[config.mk]
export PLATFORM = sky130hd
export DESIGN_NAME = hexsec_counter
export DESIGN_NICKNAME = d
export VERILOG_FILES = /design/src/rtl/hexsec_pkg.sv /design/src/rtl/hexsec_prescaler.sv /design/src/rtl/hexsec_btn_sync.sv /design/src/rtl/hexsec_ctrl.sv /design/src/rtl/hexsec_seg_decode.sv /design/src/rtl/hexsec_counter.sv
export SDC_FILE = /design/constraint.sdc
export NUM_CORES = 1
export LEC_CHECK = 0
export BUFFER_PORTS_ARGS = -buffer_cell sky130_fd_sc_hd__buf_2
export CORE_MARGIN = 5
export CORE_UTILIZATION = 64
export DETAILED_ROUTE_END_ITERATION = 10
export PLACE_DENSITY = 0.87
export SYNTH_ARGS = -nofsm -noshare
export SYNTH_HDL_FRONTEND = slang
export SYNTH_HIERARCHICAL = 1
export SYNTH_SLANG_ARGS = --single-unit
[constraint.sdc]
create_clock -name clk_i -period 6.7 [get_ports clk_i]
set_input_delay 1.34 -clock clk_i [delete_from_list [all_inputs] [get_ports clk_i]]
set_output_delay 1.34 -clock clk_i [all_outputs]
set_load 0.05 [all_outputs]
[src/rtl/hexsec_pkg.sv]
package hexsec_pkg;

    localparam int DIGIT_W = 4;

    typedef logic [DIGIT_W-1:0] digit_t;

    typedef struct packed {
        logic   run;
        logic   step_prev;
        digit_t count;
    } ctrl_state_t;

    // Active-low glyph, bit 0 = segment a ... bit 6 = segment g
    function automatic logic [6:0] hex_glyph_n(input digit_t v);
        logic [6:0] on;
        case (v)
            4'h0: on = 7'h3F;
            4'h1: on = 7'h06;
            4'h2: on = 7'h5B;
            4'h3: on = 7'h4F;
            4'h4: on = 7'h66;
            4'h5: on = 7'h6D;
            4'h6: on = 7'h7D;
            4'h7: on = 7'h07;
            4'h8: on = 7'h7F;
            4'h9: on = 7'h6F;
            4'hA: on = 7'h77;
            4'hB: on = 7'h7C;
            4'hC: on = 7'h39;
            4'hD: on = 7'h5E;
            4'hE: on = 7'h79;
            default: on = 7'h71;
        endcase
        return ~on;
    endfunction

endpackage

[src/rtl/hexsec_prescaler.sv]
module hexsec_prescaler #(
    parameter int TICK_DIV = 100_000_000
) (
    input  logic clk_i,
    input  logic rst_i,
    output logic tick_o
);
    localparam int CW = (TICK_DIV > 1) ? $clog2(TICK_DIV) : 1;
    localparam logic [CW-1:0] LAST = CW'(TICK_DIV - 1);

    logic [CW-1:0] cnt_d, cnt_q;

    always_comb begin
        tick_o = (cnt_q == LAST);
        cnt_d  = tick_o ? '0 : cnt_q + CW'(1);
    end

    always_ff @(posedge clk_i or posedge rst_i) begin
        if (rst_i) cnt_q <= '0;
        else       cnt_q <= cnt_d;
    end

    // prescaler state never leaves its range
    a_r1_cnt_range: assert property (@(posedge clk_i) disable iff (rst_i)
        cnt_q <= LAST);

    generate
        if (TICK_DIV > 1) begin : g_gap
            // a tick never lasts two cycles
            a_r1_tick_single: assert property (@(posedge clk_i) disable iff (rst_i)
                tick_o |=> !tick_o);
        end
    endgenerate
endmodule

[src/rtl/hexsec_btn_sync.sv]
module hexsec_btn_sync #(
    parameter int N_BTN  = 3,
    parameter int STAGES = 2
) (
    input  logic             clk_i,
    input  logic             rst_i,
    input  logic [N_BTN-1:0] raw_i,
    output logic [N_BTN-1:0] sync_o
);
    generate
        for (genvar b = 0; b < N_BTN; b++) begin : g_btn
            logic [STAGES-1:0] chain_d, chain_q;

            always_comb begin
                chain_d = {chain_q[STAGES-2:0], raw_i[b]};
            end

            always_ff @(posedge clk_i or posedge rst_i) begin
                if (rst_i) chain_q <= '0;
                else       chain_q <= chain_d;
            end

            assign sync_o[b] = chain_q[STAGES-1];
        end
    endgenerate
endmodule

[src/rtl/hexsec_ctrl.sv]
module hexsec_ctrl
    import hexsec_pkg::*;
(
    input  logic   clk_i,
    input  logic   rst_i,
    input  logic   tick_i,
    input  logic   start_i,
    input  logic   stop_i,
    input  logic   step_i,
    output digit_t count_o
);
    ctrl_state_t st_d, st_q;
    logic        step_pulse;
    logic        adv;

    always_comb begin
        st_d       = st_q;
        step_pulse = step_i & ~st_q.step_prev;
        // ticks while running, single step only while stopped
        adv        = st_q.run ? tick_i : step_pulse;

        if (stop_i)       st_d.run = 1'b0;
        else if (start_i) st_d.run = 1'b1;

        st_d.step_prev = step_i;

        if (adv) st_d.count = st_q.count + digit_t'(1);
    end

    always_ff @(posedge clk_i or posedge rst_i) begin
        if (rst_i) st_q <= '0;
        else       st_q <= st_d;
    end

    assign count_o = st_q.count;

    // stop always leaves run mode cleared
    a_r3_stop_wins: assert property (@(posedge clk_i) disable iff (rst_i)
        stop_i |=> !st_q.run);

    // start without stop sets run mode
    a_r2_start_sets: assert property (@(posedge clk_i) disable iff (rst_i)
        (start_i && !stop_i) |=> st_q.run);

    // the step edge lasts a single cycle
    a_r4_step_once: assert property (@(posedge clk_i) disable iff (rst_i)
        step_pulse |=> !step_pulse);

    // the count moves by one at most
    a_r1_one_step: assert property (@(posedge clk_i) disable iff (rst_i)
        !$stable(st_q.count) |-> st_q.count == $past(st_q.count) + digit_t'(1));

    // wrap from F to 0
    a_r7_wrap: assert property (@(posedge clk_i) disable iff (rst_i)
        (adv && st_q.count == 4'hF) |=> st_q.count == 4'h0);

    // no count without a tick while running
    a_r5_no_extra: assert property (@(posedge clk_i) disable iff (rst_i)
        (st_q.run && !tick_i) |=> $stable(st_q.count));
endmodule

[src/rtl/hexsec_seg_decode.sv]
module hexsec_seg_decode
    import hexsec_pkg::*;
(
    input  digit_t     digit_i,
    output logic [6:0] seg_n_o
);
    always_comb begin
        seg_n_o = hex_glyph_n(digit_i);
    end
endmodule

[src/rtl/hexsec_counter.sv]
module hexsec_counter
    import hexsec_pkg::*;
#(
    parameter int TICK_DIV = 100_000_000
) (
    input  logic       clk_i,
    input  logic       clear_i,
    input  logic       start_btn_i,
    input  logic       stop_btn_i,
    input  logic       step_btn_i,
    output logic [6:0] seg_n_o,
    output logic       digit_en_n_o,
    output logic       at_max_o
);
    localparam int N_BTN = 3;

    logic             tick;
    logic [N_BTN-1:0] btn_s;
    digit_t           count;

    hexsec_prescaler #(.TICK_DIV(TICK_DIV)) u_presc (
        .clk_i  (clk_i),
        .rst_i  (clear_i),
        .tick_o (tick)
    );

    hexsec_btn_sync #(.N_BTN(N_BTN), .STAGES(2)) u_sync (
        .clk_i  (clk_i),
        .rst_i  (clear_i),
        .raw_i  ({step_btn_i, stop_btn_i, start_btn_i}),
        .sync_o (btn_s)
    );

    hexsec_ctrl u_ctrl (
        .clk_i   (clk_i),
        .rst_i   (clear_i),
        .tick_i  (tick),
        .start_i (btn_s[0]),
        .stop_i  (btn_s[1]),
        .step_i  (btn_s[2]),
        .count_o (count)
    );

    hexsec_seg_decode u_dec (
        .digit_i (count),
        .seg_n_o (seg_n_o)
    );

    assign at_max_o     = &count;
    assign digit_en_n_o = 1'b0;

    // the flag rises only on the advance from E
    a_r8_max_entry: assert property (@(posedge clk_i) disable iff (clear_i)
        $rose(at_max_o) |-> $past(count) == 4'hE);
endmodule

# After elaboration in Yosys (flattened, before gate mapping)
# Memories as Yosys holds them, arrays and structs flattened.
# Index checks and enable logic that the tools add are counted.
[classes]
eq_ne = 1
add_sub_neg = 2
bitwise_logic = 3
reduce_logical = 2
n_mux = 4
[op_table]
columns = ["op", "count"]
rows = [
  ["adder 27 x 1 -> 27 bit, second input constant", 1],
  ["== test 27 bit, second input constant", 1],
  ["two-way mux 27 bit", 1],
  ["inverter 7 bit", 1],
  ["adder 4 x 1 -> 4 bit, second input constant", 1],
  ["AND reduction 4 bit", 1],
  ["two-way mux 1 bit", 3],
  ["nonzero test 2 bit", 1],
  ["bitwise AND 1 bit", 1],
  ["inverter 1 bit", 1],
]
[totals]
memories = 1
reg_bits = 39
wordCells = 20
rom_bits = 112
output_inout_bits = 9
input_bits = 5
[mem_list]
columns = ["memory", "words", "word_bits", "read_ports", "rd_ports_with_merged_regs", "write_ports", "line", "rtl"]
rows = [
  ["(no name shown)", 16, 7, 1, 0, 0, "hexsec_pkg.sv:16", "case (v)"],
]

# Logic depth before layout (Yosys ltp)
# Gate-level depths: netlist (run 1).
[logic_depth]
depth_word = 3
mapped_depth = 8
mapped_depth_nobuf = 6

# Modules after synthesis
# The synthesis (run 1) kept the hierarchy.
[by_module_without_submodules]
columns = ["mod", "seq_area_each_um2", "area_per_inst_um2", "cells_per_inst", "n_inst"]
rows = [
  ["hexsec_prescaler", 675.6, 1386.3, 139, 1],
  ["hexsec_ctrl", 150.1, 287.8, 24, 1],
  ["hexsec_seg_decode", 0.0, 252.7, 31, 1],
  ["hexsec_btn_sync", 150.1, 176.4, 10, 1],
  ["hexsec_counter", 0.0, 20.0, 3, 1],
]

# Worst setup path after synthesis (run 1)
# Ideal clock, no wire load.
[synth_path]
kind = "register to output"
startpoint = "register u_ctrl.st_q, in the netlist u_ctrl/count_o[0]"
endpoint = "output seg_n_o[4]"
slack_ns = 3.230
arrival_time_ns = 2.130
required_ns = 5.360
stages_incl_launch_ff = 6
path_buffers = 1
cell_sequence = "dfrtp_1 > buf_4 > inv_1 > ha_1 > nor2b_1 > o32ai_1"
[synth_via]
elab_chain_len = 2
[synth_lines]
columns = ["item", "line", "rtl"]
rows = [
  ["from (decl)", "hexsec_ctrl.sv:12", "ctrl_state_t st_d, st_q;"],
  ["from (signal assigned)", "hexsec_ctrl.sv:32", "else st_q <= st_d;"],
  ["memory (16 x 7 bit)", "n/a", ""],
  ["inverter 7 bit", "hexsec_pkg.sv:34", "return ~on;"],
  ["to (decl)", "hexsec_counter.sv:11", "output logic [6:0] seg_n_o,"],
]
# Every way passes these cells.

# Final worst setup path (run 1)
[layout_path]
startpoint = "register u_ctrl.st_q, in the netlist u_ctrl/count_o[0]"
endpoint = "output seg_n_o[3]"
# The elaborated chain is that of the path after synthesis.

==> flow_metrics.env, run 1 <==
export IMPL_ys_seq_area_share_pct=46.0
export IMPL_drive_gt1_share_pct=14.6
export IMPL_switching_share_pct=43.3
export IMPL_cp_start_kind="flip-flop"
export IMPL_netlist_top_cells_count="39 x dfrtp_1, 16 x nor2_1, 12 x xnor2_1"
export IMPL_io_buffer_count=12
export IMPL_drcViolationCount=0
export IMPL_postSynthNetCount=220
export IMPL_path_class="flip-flop to output port"
export IMPL_finalCriticalPeriod_ns=3.37
export IMPL_tritoncts="done"
export IMPL_cp_data_arrival_time_ns=2.03
export IMPL_antenna_found_initial=0
export IMPL_syn_to_final_growth_pct=4.77
export IMPL_async_reset_ff_share_pct=100
export IMPL_max_slew_margin_pct=33.1
export IMPL_hold_buffers=0
export IMPL_yosysWarnings=6
export IMPL_synth_most_common_cell="dfrtp_1"
export IMPL_dieWidth_um=67.6
export IMPL_fmax_mhz=296
export IMPL_final_nets=225
export IMPL_wl_per_cell_um=13.8
export IMPL_worst_skew_pair_late_latency_ns=0.34
export IMPL_synthesis_area_mm2=0.00212
export IMPL_first_pass_iters=4
export IMPL_dpl_hpwl_um=2560
export IMPL_synthTopCellsByArea="dfrtp_1 46%, xnor2_1 4.9%, ha_1 4.7%"
export IMPL_wl_um=3560
export IMPL_grt_pass1_wl_um=6610
export IMPL_syn_avg_cell_area_um2=10.3
export IMPL_drt_iter0_markers=103
export IMPL_synth_compound_area_share_pct=9.07
export IMPL_slew_viol_final=0
export IMPL_core_area_mm2=0.00328
export IMPL_netlist_instances=207
export IMPL_rows=21
export IMPL_start_util_pct=64.6
export IMPL_worst_pin_slew_ns=1.00
export IMPL_outcome="completed"
export IMPL_worst_clock_skew_ns=0.00707
export IMPL_yosys_area_share_simple_pct=23.3
export IMPL_setup_viol=0
export IMPL_diodes=0
export IMPL_drv_cap=0
export IMPL_die_area_mm2=0.00457
export IMPL_grt_max_degree=28
export IMPL_cts_made_buffers=5
export IMPL_crit_fanout=9
export IMPL_grt_ovfl_total=0
export IMPL_synth_ff_type="dfrtp_1"
export IMPL_finalHoldViolCount=0
export IMPL_synth_area_leader_cell="dfrtp_1"
export IMPL_clock_sinks=39
export IMPL_synth_top_family_by_area="simple AND/OR/NAND/NOR gates"
export IMPL_num_vias=1484
export IMPL_dieHeight_um=67.6
export IMPL_p_clk_share_pct=20.3
export IMPL_routed_via_density=5.75
export IMPL_htreeDepth=2
export IMPL_p_leak_nw=0.994
export IMPL_setup_tns_ns=0
export IMPL_power_per_cell_area_mw_per_mm2=332
export IMPL_finalNonFillerCells=258
export IMPL_grt_use_total_pct=19.1
export IMPL_clk_path_buf_depth=2
export IMPL_seq_power_share_pct=38.8
export IMPL_num_fill_cells=248
export IMPL_cts_setup_buffers=0
export IMPL_synth_seq_cells=39
export IMPL_vdd_drop_max_uv=150
export IMPL_power_switching_w=0.000320
export IMPL_gp_congestion=0.825
export IMPL_drt_antenna_violating_nets=0
export IMPL_cts_root_buffer="clkbuf_4"
export IMPL_rsz0062_at_grt="false"
export IMPL_comb_power_share_pct=40.9
export IMPL_clk_pin_slew_ns=0.11
export IMPL_hold_class="flip-flop to flip-flop"
export IMPL_synth_cell_types=49
export IMPL_ff2ff_setup_slack_ns=4.47
export IMPL_synthAdderAreaFrac_pct=4.71
export IMPL_synth_mux_area_share_pct=2.71
export IMPL_fin_crit_sh_pct=50.4
export IMPL_dpl_cell_count=251
export IMPL_grt_pass1_vias=1486
export IMPL_synth_top_area_share_pct=46.0
export IMPL_internal_power_w=0.000419
export IMPL_synthXorXnorAreaFrac_pct=7.84
export IMPL_cts_resized_gates=0
export IMPL_cp_end_kind="output port"
export IMPL_required_ns=5.36
export IMPL_ios=14
export IMPL_synth_edff_count=0
[per-stage QoR]
stage	utilization, %	hold WS (ns)	setup slack [ns]	area (um2)	total power (W)
after floorplan	-	0.331	3.23	2120	0.000562
after global placement	65.4	0.332	3.74	2150	0.000589
after detailed placement	65.4	0.335	3.70	2150	0.000596
after CTS	67.7	0.357	3.31	2220	0.000747
after global routing	67.7	0.375	3.18	2220	0.000784
final	67.7	0.351	3.33	2220	0.000740
[worst paths after layout]
check / from / end / depth (start not counted)
setup / recovery: u_ctrl/count_o[0] / seg_n_o[3] / 5
hold / removal: u_sync/g_btn[1].chain_q[0] / u_sync/g_btn[1].chain_q[1] / 0
setup reg to reg: u_presc/cnt_q[3] / u_presc/cnt_q[22] / 4
hold reg to reg: u_sync/g_btn[1].chain_q[0] / u_sync/g_btn[1].chain_q[1] / 0
max in group asynchronous: clear_i / u_presc/cnt_q[8] / 2
min in group asynchronous: clear_i / u_sync/g_btn[2].chain_q[1] / 2
[flip-flops by register name, indices dropped and copies added (netlist names)]
name and count:
u_presc/cnt_q 27, u_sync/g_btn.chain_q 6, u_ctrl/count_o 4, u_ctrl/st_q 2
[layer usage]
| layer | wire length (um) | track usage, % | vias to the layer above |
|---|---|---|---|
| met2 | 1700 | 31.0 | 33 |
| met4 | 44 | 7.85 | 0 |
| li1 | - | - | 747 |
| met3 | 140 | 3.49 | 4 |
| met5 | 0 | 0 | - |
| met1 | 1680 | 25.1 | 700 |
[power groups by stage]
| stage | logic, W | clock network [W] | registers [W] |
|---|---|---|---|
| 2_1_floorplan | 0.000298 | 0 | 0.000265 |
| 3_3_place_gp | 0.000299 | 0 | 0.000290 |
| 3_5_place_dp | 0.000304 | 0 | 0.000292 |
| 4_1_cts | 0.000304 | 0.000155 | 0.000287 |
| 5_1_grt | 0.000325 | 0.000166 | 0.000293 |
| 6_report | 0.000302 | 0.000150 | 0.000287 |
[cell type report]
type                       count  area [um2]  area share, %
multi-input combinational    144        1010           45.6
sequential                    39         976           43.9
tap                           46        57.6           2.59
timing repair buffer          13        67.6           3.04
inverter                       9        33.8           1.52
clock inverter                 2        37.5           1.69
clock buffer                   5        37.5           1.69
[worst max-delay path, stage by stage (launching register included)]
cell and delay [ns]:
dfrtp_1 0.51, inv_1 0.15, ha_1 0.30, inv_1 0.05, mux4_1 0.47, buf_2 0.22
[cells in the final DEF, fill, tap and decap left out, drive strengths merged, types with 2 or more instances in the layout]
master / Yosys / layout
buf: 12 / 13
a31o: 2 / 2
xor2: 7 / 7
inv: 9 / 9
nor3: 2 / 2
nor4b: 3 / 3
or4: 2 / 2
and2: 3 / 3
o31ai: 2 / 2
dfrtp: 39 / 39
or3: 3 / 3
ha: 8 / 8
nand2: 11 / 11
nor2b: 3 / 3
nor2: 17 / 17
nand3: 10 / 10
clkbuf: 3 / 5
mux2i: 2 / 2
o21ai: 8 / 8
a31oi: 4 / 4
or3b: 2 / 2
a21oi: 7 / 7
and3: 7 / 7
nor4: 4 / 4
a22o: 2 / 2
and4: 2 / 2
xnor2: 12 / 12
nand4: 11 / 11
[kinds of logic after synthesis]
| group | count (synthesis) |
|---|---|
| XOR/XNOR | 19 |
| other | 1 |
| AND/OR/NAND/NOR | 83 |
| multiplexers | 4 |
| AO/OA/AOI/OAI | 29 |
| adder cells (fa/ha/maj) | 8 |
| flip-flops | 39 |
| buffers and inverters | 24 |
No activity file was read; power rests on OpenSTA's default activity.
==> inputs of run 2 (changes only) <==
--- a/config.mk
+++ b/config.mk
@@ -7,9 +7,9 @@
 export LEC_CHECK = 0
 export BUFFER_PORTS_ARGS = -buffer_cell sky130_fd_sc_hd__buf_2
 export CORE_MARGIN = 5
-export CORE_UTILIZATION = 64
+export CORE_UTILIZATION = 54
 export DETAILED_ROUTE_END_ITERATION = 10
-export PLACE_DENSITY = 0.87
+export PLACE_DENSITY = 0.78
 export SYNTH_ARGS = -nofsm -noshare
 export SYNTH_HDL_FRONTEND = slang
 export SYNTH_HIERARCHICAL = 1
==> constraint.sdc (replaced) <==
create_clock -name clk_i -period 2.99 [get_ports clk_i]
set_input_delay 0.598 -clock clk_i [delete_from_list [all_inputs] [get_ports clk_i]]
set_output_delay 0.598 -clock clk_i [all_outputs]
set_load 0.05 [all_outputs]
==> flow_metrics.env, run 2 (synthesized netlist as in run 1, its figures left out) <==
export IMPL_core_area_mm2=0.00374
export IMPL_vdd_drop_max_uv=463
export IMPL_cpMaxStageDelayCell="dfrtp_1"
export IMPL_holdWs_ns=0.226
export IMPL_syn_to_final_growth_pct=6.36
export IMPL_hold_class="primary input to async pin"
export IMPL_drv_cap=0
export IMPL_power_per_cell_area_mw_per_mm2=773
export IMPL_cp_start_kind="flip-flop"
export IMPL_dpl_hpwl_um=2530
export IMPL_finalNonFillerCells=260
export IMPL_regArea_um2=976
export IMPL_p_leak_nw=1.01
export IMPL_antenna_found_initial=0
export IMPL_drcViolationCount=0
export IMPL_grt_ovfl_total=0
export IMPL_top_register="u_presc/cnt_q"
export IMPL_drt_antenna_violating_nets=0
export IMPL_htreeDepth=2
export IMPL_diodes=0
export IMPL_cpPeakStageDelay_ns=0.51
export IMPL_wl_per_cell_um=13.9
export IMPL_routed_via_density=5.80
export IMPL_grt_use_total_pct=14.9
export IMPL_final_nets=225
export IMPL_mostFrequentLayoutCells="39 x dfrtp_1, 16 x nor2_1, 12 x buf_2, 12 x xnor2_1, 11 x nand4_1"
export IMPL_crit_fanout=9
export IMPL_first_pass_iters=4
export IMPL_die_area_mm2=0.00529
export IMPL_setup_tns_ns=0
export IMPL_dpl_cell_count=253
export IMPL_fmax_mhz=381
export IMPL_num_vias=1509
export IMPL_dieWidth_um=72.7
export IMPL_grt_pass1_vias=1390
export IMPL_grt_pass1_wl_um=6180
export IMPL_cts_made_buffers=5
export IMPL_drive_gt1_share_pct=14.6
export IMPL_fin_crit_sh_pct=87.7
export IMPL_cpMostUsedCell="inv_1"
export IMPL_worst_pin_slew_ns=1.00
export IMPL_finalHoldViolCount=0
export IMPL_wl_um=3610
export IMPL_cp_end_kind="output port"
export IMPL_clock_sinks=39
export IMPL_rsz0062_at_grt="false"
export IMPL_worst_clock_skew_ns=0.00748
export IMPL_utilization_pct=60.3
export IMPL_power_w=0.00175
export IMPL_crit_family="flip-flops"
export IMPL_num_fill_cells=320
export IMPL_drt_iter0_markers=59
export IMPL_crit_buf_inv=3
export IMPL_path_cells="inv_1, ha_1, inv_1, mux4_1, buf_2"
export IMPL_clk_path_buf_depth=2
export IMPL_gp_congestion=0.818
export IMPL_hold_buffers=0
export IMPL_tritoncts="done"
export IMPL_largest_reg_flops=27
export IMPL_cts_resized_gates=0
export IMPL_outcome="completed"
export IMPL_cts_setup_buffers=0
export IMPL_slew_viol_final=0
export IMPL_cts_root_buffer="clkbuf_8"
export IMPL_io_buffer_count=12
export IMPL_max_slew_margin_pct=33.0
export IMPL_multi_input_area_mm2=0.00101
export IMPL_path_class="flip-flop to output port"
export IMPL_clk_pin_slew_ns=0.08
export IMPL_dieHeight_um=72.7
export IMPL_grt_max_degree=28
export IMPL_rows=22
export IMPL_setup_viol=0
export IMPL_layout_commonest_cell="dfrtp_1"
export IMPL_ios=14
export IMPL_required_ns=2.39
export IMPL_cp_data_arrival_time_ns=2.02
export IMPL_finalCriticalPeriod_ns=2.62
export IMPL_start_util_pct=56.7
export IMPL_worst_skew_pair_late_latency_ns=0.29
-- run 2: cell counts in the layout (fill, tap and decap cells not counted) --
Identical to the previous run, type by type.
-- run 2: through the flow --
stage	setup WS, ns	area [um2]
2_1_floorplan	0.262	2120
3_3_place_gp	0.770	2150
3_5_place_dp	0.682	2150
4_1_cts	0.354	2260
5_1_grt	0.235	2260
6_report	0.368	2260
-- run 2: layout make-up --
| cell class | count | area share [%] |
|---|---|---|
| tap | 48 | 2.66 |
| inverter | 9 | 1.50 |
| multi-input combinational | 144 | 44.9 |
| sequential | 39 | 43.2 |
| clock buffer | 5 | 3.05 |
| clock inverter | 2 | 1.66 |
| timing repair buffer | 13 | 2.99 |
-- run 2: path summary, 6_finish.rpt --
kind                                       startpoint                          to  slack [ns]  cells after the start
max                                 u_ctrl/count_o[0]                  seg_n_o[3]        0.37                      5
min                                           clear_i  u_sync/g_btn[1].chain_q[0]        0.23                      2
max reg2reg                          u_presc/cnt_q[3]           u_presc/cnt_q[22]        0.81                      4
min reg2reg                u_sync/g_btn[2].chain_q[0]  u_sync/g_btn[2].chain_q[1]        0.35                      0
max in group asynchronous                     clear_i           u_presc/cnt_q[24]        1.82                      2
min in group clk_i         u_sync/g_btn[2].chain_q[0]  u_sync/g_btn[2].chain_q[1]        0.35                      0
-- run 2: per-layer routing --
layer  up-vias  wire [um]  track usage (%)
met5         -          0                0
met1       729       1710             19.8
li1        739          -                -
met4         0         63             6.15
met2        35       1680             22.9
met3         6        157             3.86
-- run 2: report_power, final --
part           internal (W)  total (W)  switching (W)  leakage, nW
registers          0.000559   0.000649      0.0000892        0.505
logic              0.000212   0.000682       0.000471        0.452
clock network      0.000244   0.000414       0.000171       0.0502
total               0.00101    0.00175       0.000730         1.01
